--- src/rtl/cfgspi_pkg.sv ---
package cfgspi_pkg;
  // Fixed frame shape seen by the board-side slave.
  localparam int FRAME_BITS  = 32;
  localparam int ROUTE_BITS  = 8;
  localparam int LEAD_HALVES = 1;   // CS low before first rising edge
  localparam int GAP_HALVES  = 4;   // CS high after the frame (two SCLK periods)

  // System cycles per SCLK half-period for an even divider.
  function automatic int half_cycles(input int div);
    return div / 2;
  endfunction

  // Half-period index at which chip select returns high:
  // lead, then one high and one low half per bit.
  function automatic int cs_release_half();
    return LEAD_HALVES + 2 * FRAME_BITS;
  endfunction

  // Total half-periods a frame occupies, including its trailing gap.
  function automatic int frame_halves();
    return cs_release_half() + GAP_HALVES;
  endfunction
endpackage

--- src/rtl/cfgspi_tick.sv ---
module cfgspi_tick #(
  parameter int HALF = 4
) (
  input  logic clk,
  input  logic rst_n,
  input  logic clr,
  input  logic en,
  output logic tick
);
  localparam int CW = (HALF > 2) ? $clog2(HALF) : 1;

  logic [CW-1:0] cnt;

  always_ff @(posedge clk) begin
    if (!rst_n)                 cnt <= '0;
    else if (clr || !en)        cnt <= '0;
    else if (cnt == CW'(HALF-1)) cnt <= '0;
    else                        cnt <= cnt + 1'b1;
  end

  assign tick = en && (cnt == CW'(HALF-1));

  // half-periods last at least two system cycles, so ticks never touch.
  a_r5_tick_spacing: assert property (@(posedge clk) disable iff (!rst_n)
    tick |=> !tick);
endmodule

--- src/rtl/cfgspi_shifter.sv ---
module cfgspi_shifter
  import cfgspi_pkg::*;
#(
  parameter int CLK_DIV = 8
) (
  input  logic                  clk,
  input  logic                  rst_n,
  input  logic                  load,
  input  logic [FRAME_BITS-1:0] word,
  output logic                  sclk,
  output logic                  cs_n,
  output logic                  mosi,
  output logic                  ready
);
  localparam int HALF   = half_cycles(CLK_DIV);
  localparam int NHALF  = frame_halves();
  localparam int CSREL  = cs_release_half();
  localparam int BITHLF = 2 * FRAME_BITS;
  localparam int HW     = $clog2(NHALF + 1);
  localparam int EW     = $clog2(FRAME_BITS + 2);

  logic                  active;
  logic [HW-1:0]         hidx;
  logic [FRAME_BITS-1:0] sreg;
  logic                  tick;
  logic                  fall_evt;

  cfgspi_tick #(.HALF(HALF)) u_tick (
    .clk  (clk),
    .rst_n(rst_n),
    .clr  (load),
    .en   (active),
    .tick (tick)
  );

  // End of an SCLK high phase inside the bit window.
  assign fall_evt = tick && hidx[0] && (hidx < HW'(BITHLF));

  always_ff @(posedge clk) begin
    if (!rst_n) begin
      active <= 1'b0;
      hidx   <= '0;
      sreg   <= '0;
    end else if (load) begin
      active <= 1'b1;
      hidx   <= '0;
      sreg   <= word;
    end else if (active && tick) begin
      if (hidx == HW'(NHALF-1)) begin
        active <= 1'b0;
        hidx   <= '0;
      end else begin
        hidx <= hidx + 1'b1;
      end
      if (fall_evt) sreg <= {sreg[FRAME_BITS-2:0], 1'b0};
    end
  end

  assign cs_n  = !(active && (hidx < HW'(CSREL)));
  assign sclk  = active && hidx[0] && (hidx < HW'(BITHLF));
  assign mosi  = sreg[FRAME_BITS-1];
  assign ready = !active;

  // Checker-side edge counter for frame length.
  logic          sclk_d, cs_d;
  logic [EW-1:0] rise_cnt;

  always_ff @(posedge clk) begin
    if (!rst_n) begin
      sclk_d   <= 1'b0;
      cs_d     <= 1'b1;
      rise_cnt <= '0;
    end else begin
      sclk_d <= sclk;
      cs_d   <= cs_n;
      if (cs_d && !cs_n)           rise_cnt <= '0;
      else if (sclk && !sclk_d)    rise_cnt <= rise_cnt + 1'b1;
    end
  end

  a_r3_frame_edges: assert property (@(posedge clk) disable iff (!rst_n)
    $rose(cs_n) |-> (rise_cnt == EW'(FRAME_BITS)));
  a_r4_data_hold: assert property (@(posedge clk) disable iff (!rst_n)
    sclk |-> $stable(mosi));
  a_r4_cs_edge_clk_low: assert property (@(posedge clk) disable iff (!rst_n)
    ($rose(cs_n) || $fell(cs_n)) |-> !sclk);
  a_r11_no_reload: assert property (@(posedge clk) disable iff (!rst_n)
    load |-> ready);
endmodule

--- src/rtl/cfgspi_ctrl.sv ---
module cfgspi_ctrl
  import cfgspi_pkg::*;
#(
  parameter int ADDR_W    = 6,
  parameter int MAX_WORDS = 48
) (
  input  logic                  clk,
  input  logic                  rst_n,
  input  logic                  start,
  output logic                  rom_en,
  output logic [ADDR_W-1:0]     rom_addr,
  input  logic [FRAME_BITS-1:0] rom_data,
  input  logic                  sh_ready,
  output logic                  load,
  output logic [FRAME_BITS-1:0] load_word,
  output logic                  busy,
  output logic                  done_o
);
  localparam int PW = $clog2(MAX_WORDS + 1);

  logic                  run, fin_q, rd_req, rd_q, hold_full, tbl_end;
  logic [FRAME_BITS-1:0] hold_word;
  logic [PW-1:0]         ptr;
  logic                  hold_zero, launch, finish;

  assign hold_zero = (hold_word == '0);
  assign launch    = run && sh_ready && hold_full && !hold_zero;
  assign finish    = run && sh_ready && (tbl_end || (hold_full && hold_zero));

  always_ff @(posedge clk) begin
    if (!rst_n) begin
      run       <= 1'b0;
      fin_q     <= 1'b0;
      rd_req    <= 1'b0;
      rd_q      <= 1'b0;
      hold_full <= 1'b0;
      tbl_end   <= 1'b0;
      hold_word <= '0;
      ptr       <= '0;
    end else begin
      rd_req <= 1'b0;
      rd_q   <= rd_req;
      if (!run) begin
        if (start) begin
          run       <= 1'b1;
          fin_q     <= 1'b0;
          ptr       <= '0;
          rd_req    <= 1'b1;
          hold_full <= 1'b0;
          tbl_end   <= 1'b0;
        end
      end else begin
        if (rd_q) begin
          hold_word <= rom_data;
          hold_full <= 1'b1;
          ptr       <= ptr + 1'b1;
        end
        if (launch) begin
          hold_full <= 1'b0;
          if (ptr == PW'(MAX_WORDS)) tbl_end <= 1'b1;
          else                       rd_req  <= 1'b1;
        end
        if (finish) begin
          run       <= 1'b0;
          fin_q     <= 1'b1;
          hold_full <= 1'b0;
        end
      end
    end
  end

  assign rom_en    = rd_req;
  assign rom_addr  = ADDR_W'(ptr);
  assign load      = launch;
  assign load_word = hold_word;
  assign busy      = run;
  assign done_o    = fin_q;

  a_r2_first_read: assert property (@(posedge clk) disable iff (!rst_n)
    $rose(busy) |-> (rom_en && rom_addr == '0));
  a_r7_read_when_busy: assert property (@(posedge clk) disable iff (!rst_n)
    rom_en |-> busy);
  a_r9_read_bound: assert property (@(posedge clk) disable iff (!rst_n)
    rom_en |-> (ptr < PW'(MAX_WORDS)));
  a_r8_zero_not_sent: assert property (@(posedge clk) disable iff (!rst_n)
    (run && hold_full && hold_zero) |-> !load);
  a_r10_done_idle: assert property (@(posedge clk) disable iff (!rst_n)
    done_o |-> !busy);
  a_r11_start_ignored: assert property (@(posedge clk) disable iff (!rst_n)
    (busy && start && !finish) |=> busy);
  a_r12_restart: assert property (@(posedge clk) disable iff (!rst_n)
    (done_o && start) |=> (busy && !done_o));
endmodule

--- src/rtl/cfg_spi_loader.sv ---
module cfg_spi_loader
  import cfgspi_pkg::*;
#(
  parameter int CLK_DIV   = 8,
  parameter int ADDR_W    = 6,
  parameter int MAX_WORDS = 48
) (
  input  logic              clk,
  input  logic              rst_n,
  input  logic              start,
  output logic              rom_en,
  output logic [ADDR_W-1:0] rom_addr,
  input  logic [31:0]       rom_data,
  output logic              spi_sclk,
  output logic              spi_cs_n,
  output logic              spi_mosi,
  output logic              busy,
  output logic              done
);
  logic                  sh_ready;
  logic                  sh_load;
  logic [FRAME_BITS-1:0] sh_word;

  cfgspi_ctrl #(.ADDR_W(ADDR_W), .MAX_WORDS(MAX_WORDS)) u_ctrl (
    .clk      (clk),
    .rst_n    (rst_n),
    .start    (start),
    .rom_en   (rom_en),
    .rom_addr (rom_addr),
    .rom_data (rom_data),
    .sh_ready (sh_ready),
    .load     (sh_load),
    .load_word(sh_word),
    .busy     (busy),
    .done_o   (done)
  );

  cfgspi_shifter #(.CLK_DIV(CLK_DIV)) u_shift (
    .clk  (clk),
    .rst_n(rst_n),
    .load (sh_load),
    .word (sh_word),
    .sclk (spi_sclk),
    .cs_n (spi_cs_n),
    .mosi (spi_mosi),
    .ready(sh_ready)
  );

  // a new frame opens only after the previous one has closed.
  a_r6_gap_before_open: assert property (@(posedge clk) disable iff (!rst_n)
    $fell(spi_cs_n) |-> $past(sh_load));
endmodule

--- config.mk ---
export PLATFORM = sky130hd
export DESIGN_NAME = cfg_spi_loader
export DESIGN_NICKNAME = d
export VERILOG_FILES = /design/src/rtl/cfgspi_pkg.sv /design/src/rtl/cfgspi_tick.sv /design/src/rtl/cfgspi_shifter.sv /design/src/rtl/cfgspi_ctrl.sv /design/src/rtl/cfg_spi_loader.sv
export SDC_FILE = /design/constraint.sdc
export NUM_CORES = 1
export LEC_CHECK = 0
export BUFFER_PORTS_ARGS = -buffer_cell sky130_fd_sc_hd__buf_2
export CAP_MARGIN = 20
export CORE_MARGIN = 5
export CORE_UTILIZATION = 55
export DETAILED_ROUTE_END_ITERATION = 6
export MAX_ROUTING_LAYER = met4
export PLACE_DENSITY = 0.79
export SYNTH_ARGS = -nofsm -noshare
export SYNTH_HDL_FRONTEND = slang
export SYNTH_SLANG_ARGS = --single-unit
--- constraint.sdc ---
create_clock -name clk -period 1.7 [get_ports clk]
set_input_delay 0.255 -clock clk [delete_from_list [all_inputs] [get_ports clk]]
set_output_delay 0.255 -clock clk [all_outputs]
set_load 0.01 [all_outputs]
==> reports/metrics.yaml <==
initial_utilization_pct: 55.5
path_cells: "nor4_1 > and4_2 > a21oi_4 > buf_4 > o21a_1"
critPathKind: "register to register"
place.gp.congestion: 0.820
switching_share_pct: 21.7
crit_required_ps: 1940
cp_slowest_cell: "nor4_1"
ir_drop_uv: 658
std_cell_rows: 31
arrival_ps: 1850
hold_class: "input port to register"
cts_root_buf: "clkbuf_8"
start_kind: "register"
skew_ps: 10.2
pwr-share-clk_pct: 40.4
grt_start_max_net_pins: 77
antenna_left: 0
grt_pass1_vias: 2986
reg2reg_depth: 5
cts_buffers: 9
reg2reg_setup_slack_ps: 90
num_vias: 3102
htreeDepth: 3
slew_violations: 0
ys_warn_count: 0
startpoint: "u_ctrl.load_word[15]"
nets: 528
synthFlopType: "dfxtp_1"
setup_viol: 0
cp_top_family: "simple AND/OR/NAND/NOR gates"
r2r_start: "u_ctrl.load_word[15]"
fmax_mhz: 621
synth-seq-cells: 86
antenna_found_initial: 0
postSynthCellCount: 450
top_level_ports: 47
path_depth: 5
routedWlPerCell_um: 13.2
syn_nets: 490
drive_above_1_share_pct: 19.1
die_w_um: 94.9
synth.cell_area_um2: 3960
initialDrtViolationCount: 101
insertion_delay_ps: 350
diodes: 0
cts_tree: "done"
cts_num_sinks: 86
hpwlAfterDp_um: 5460
portBuffers: 46
hold_ws_ps: 153
power.density_nw_per_um2: 843
p_total_mw: 3.83
leakage_nw: 1.70
fin_crit_ps: 1610
relSlewSlack_pct: 76.9
synth-async-reset-ratio_pct: 0
final-hold-violation-count: 0
critPathMaxFanout: 5
clock_path_buffers: 2
avgSynthCellArea_um2: 8.80
drc_errors: 0
worst_pin_slew_ps: 344
timing.setup.tns_ps: 0
cp_num_buf_inv: 1
synth_edf_count: 0
reg2reg_to: "u_shift.active"
synth.distinct_cells: 40
max_stage_delay_ps: 370
crit_path_end_kind: "register"
grt_use_total_pct: 19.1
die_h_um: 94.9
maxCapViolCount: 0
wl_um: 7820
p_sw_mw: 0.831
area_delta_synth_final_pct: 14.8
grt_overflow_total: 0
path_clk_slew_ps: 80
outcome: "finished clean"
fillers: 636
die_area_um2: 9000
hold_buffers: 0
core_area_um2: 7140
worstSetupEndpoint: "u_shift.active"
p_comb_share_pct: 6.1
p_seq_share_pct: 53.5
grt_pass1_wl_um: 13200
vias_per_cell: 5.24
dr.pass1.iters: 4
yosysSeqAreaShare_pct: 43.5
post-route-period-util_pct: 94.7
internal_power_mw: 3.00
[kinds of logic (layout without fill, tap and decap cells)]
logic type / after synthesis / after routing / synth area share (%)
compound gates: 55 / 55 / 9.89
xor+xnor: 8 / 8 / 1.77
fa+ha+maj: 5 / 5 / 1.58
buf+inv: 37 / 80 / 4.17
flops: 86 / 86 / 43.5
mux: 64 / 64 / 17.2
simple gates: 195 / 195 / 21.9
[worst register-to-register path: cells and delay by family (launching register included)]
kind | cells | cell delay [ps]
flip-flops | 1 | 330
buffers and inverters | 1 | 160
AO/OA/AOI/OAI | 2 | 280
AND/OR/NAND/NOR | 2 | 730
[routing by layer]
metal | wire length [um] | track usage, %
met1 | 3690 | 23.4
met2 | 3710 | 31.1
met3 | 290 | 3.98
met4 | 122 | 6.97
met5 | 0 | -
[registers in the layout, indices dropped and copies added, names as in the netlist]
name	cells
u_ctrl.rom_addr	6
u_ctrl.rom_en	1
u_ctrl.tbl_end	1
u_ctrl.hold_full	1
u_ctrl.rd_q	1
u_shift.hidx	7
u_shift.active	1
u_ctrl.done_o	1
u_shift.u_tick.cnt	2
u_ctrl.busy	1
u_ctrl.load_word	32
u_shift.sreg	32
[layout by cell type (no fill, tap or decap), types with 2 or more instances in the layout]
cell type	count
nand2_1	140
dfxtp_1	85
buf_2	46
mux2i_1	32
a21boi_0	32
mux2_2	17
mux2_1	15
clkbuf_8	10
buf_4	9
nor3_1	8
nor4_1	8
nand3_1	7
and2_1	7
xor2_1	6
o21ai_0	6
a21oi_1	6
inv_1	5
ha_1	5
nor2b_1	4
buf_12	4
and4_1	3
nand4_1	3
nor2_1	3
clkbuf_1	3
nor3b_1	2
and3_1	2
xnor2_1	2
o211ai_1	2
o31ai_1	2
nor4bb_1	2
bufinv_16	2
[synthesized netlist by cell type (all sizes together) (2+ instances only)]
library cell  number  area [um^2]
mux2              32          360
and2               7         43.8
nand4              3         18.8
and3               2         12.5
and4               4         35.0
dfxtp             86         1720
nor4               8         50.1
xnor2              2         17.5
o211ai             2         15.0
a21oi              7         38.8
nor2b              4         25.0
nor3               9         45.0
inv                5         18.8
a21boi            32          240
nor2               3         11.3
ha                 5         62.6
o31ai              2         15.0
clkbuf            19         71.3
nor4bb             2         20.0
buf               13         75.1
xor2               6         52.6
mux2i             32          320
o21ai              6         30.0
nor3b              2         15.0
nand3              7         35.0
nand2            140          526
[layout make-up]
cell class              instances  area (um^2)  share of cell area, %
multi-input cells             327         2090                   45.9
flip-flops and latches         86         1720                   37.9
repair buffers                 59          378                   8.31
clock buffers                  13          149                   3.27
well taps                      99          124                   2.72
clock inverters                 3         67.6                   1.49
inverters                       5         18.8                  0.413
[per-stage QoR]
stage | util, % | std cells | instance area (um^2) | setup slack, ps
detailed placement | 60.4 | 574 | 4310 | 73.4
CTS | 63.4 | 590 | 4520 | 34.5
global route | 63.7 | 592 | 4550 | -20.1
finish | 63.7 | 592 | 4550 | 89.6
global placement | 60.4 | 574 | 4310 | 150
floorplan | - | 450 | 3960 | 177
[repair_timing]
action,CTS,global route
endpoints found under the setup margin,0,32
gates resized for setup,0,3
setup buffers,0,2
[power by group through the flow]
| stage | clock [mW] | sequential (mW) | combinational [mW] |
|---|---|---|---|
| 6_report | 1.55 | 2.05 | 0.233 |
| 5_1_grt | 1.68 | 2.06 | 0.259 |
| 4_1_cts | 1.59 | 2.05 | 0.231 |
| 3_5_place_dp | 0 | 2.10 | 0.230 |
| 3_3_place_gp | 0 | 2.10 | 0.223 |
| 2_1_floorplan | 0 | 2.10 | 0.137 |
[how the worst min path moves through the flow]
stage | from | end | slack [ps] | cells after the start
2_1_floorplan | rom_data[24] | u_ctrl.load_word[24] | 400 | 2
5_1_grt | rom_data[25] | u_ctrl.load_word[25] | 150 | 3
4_1_cts | rom_data[16] | u_ctrl.load_word[16] | 130 | 3
6_report | rom_data[10] | u_ctrl.load_word[10] | 150 | 3
3_5_place_dp | u_shift.u_tick.cnt[0] | u_shift.u_tick.cnt[0] | 430 | 1
3_3_place_gp | u_shift.u_tick.cnt[0] | u_shift.u_tick.cnt[0] | 420 | 1
Note: power is estimated with default switching activity, not from simulation.
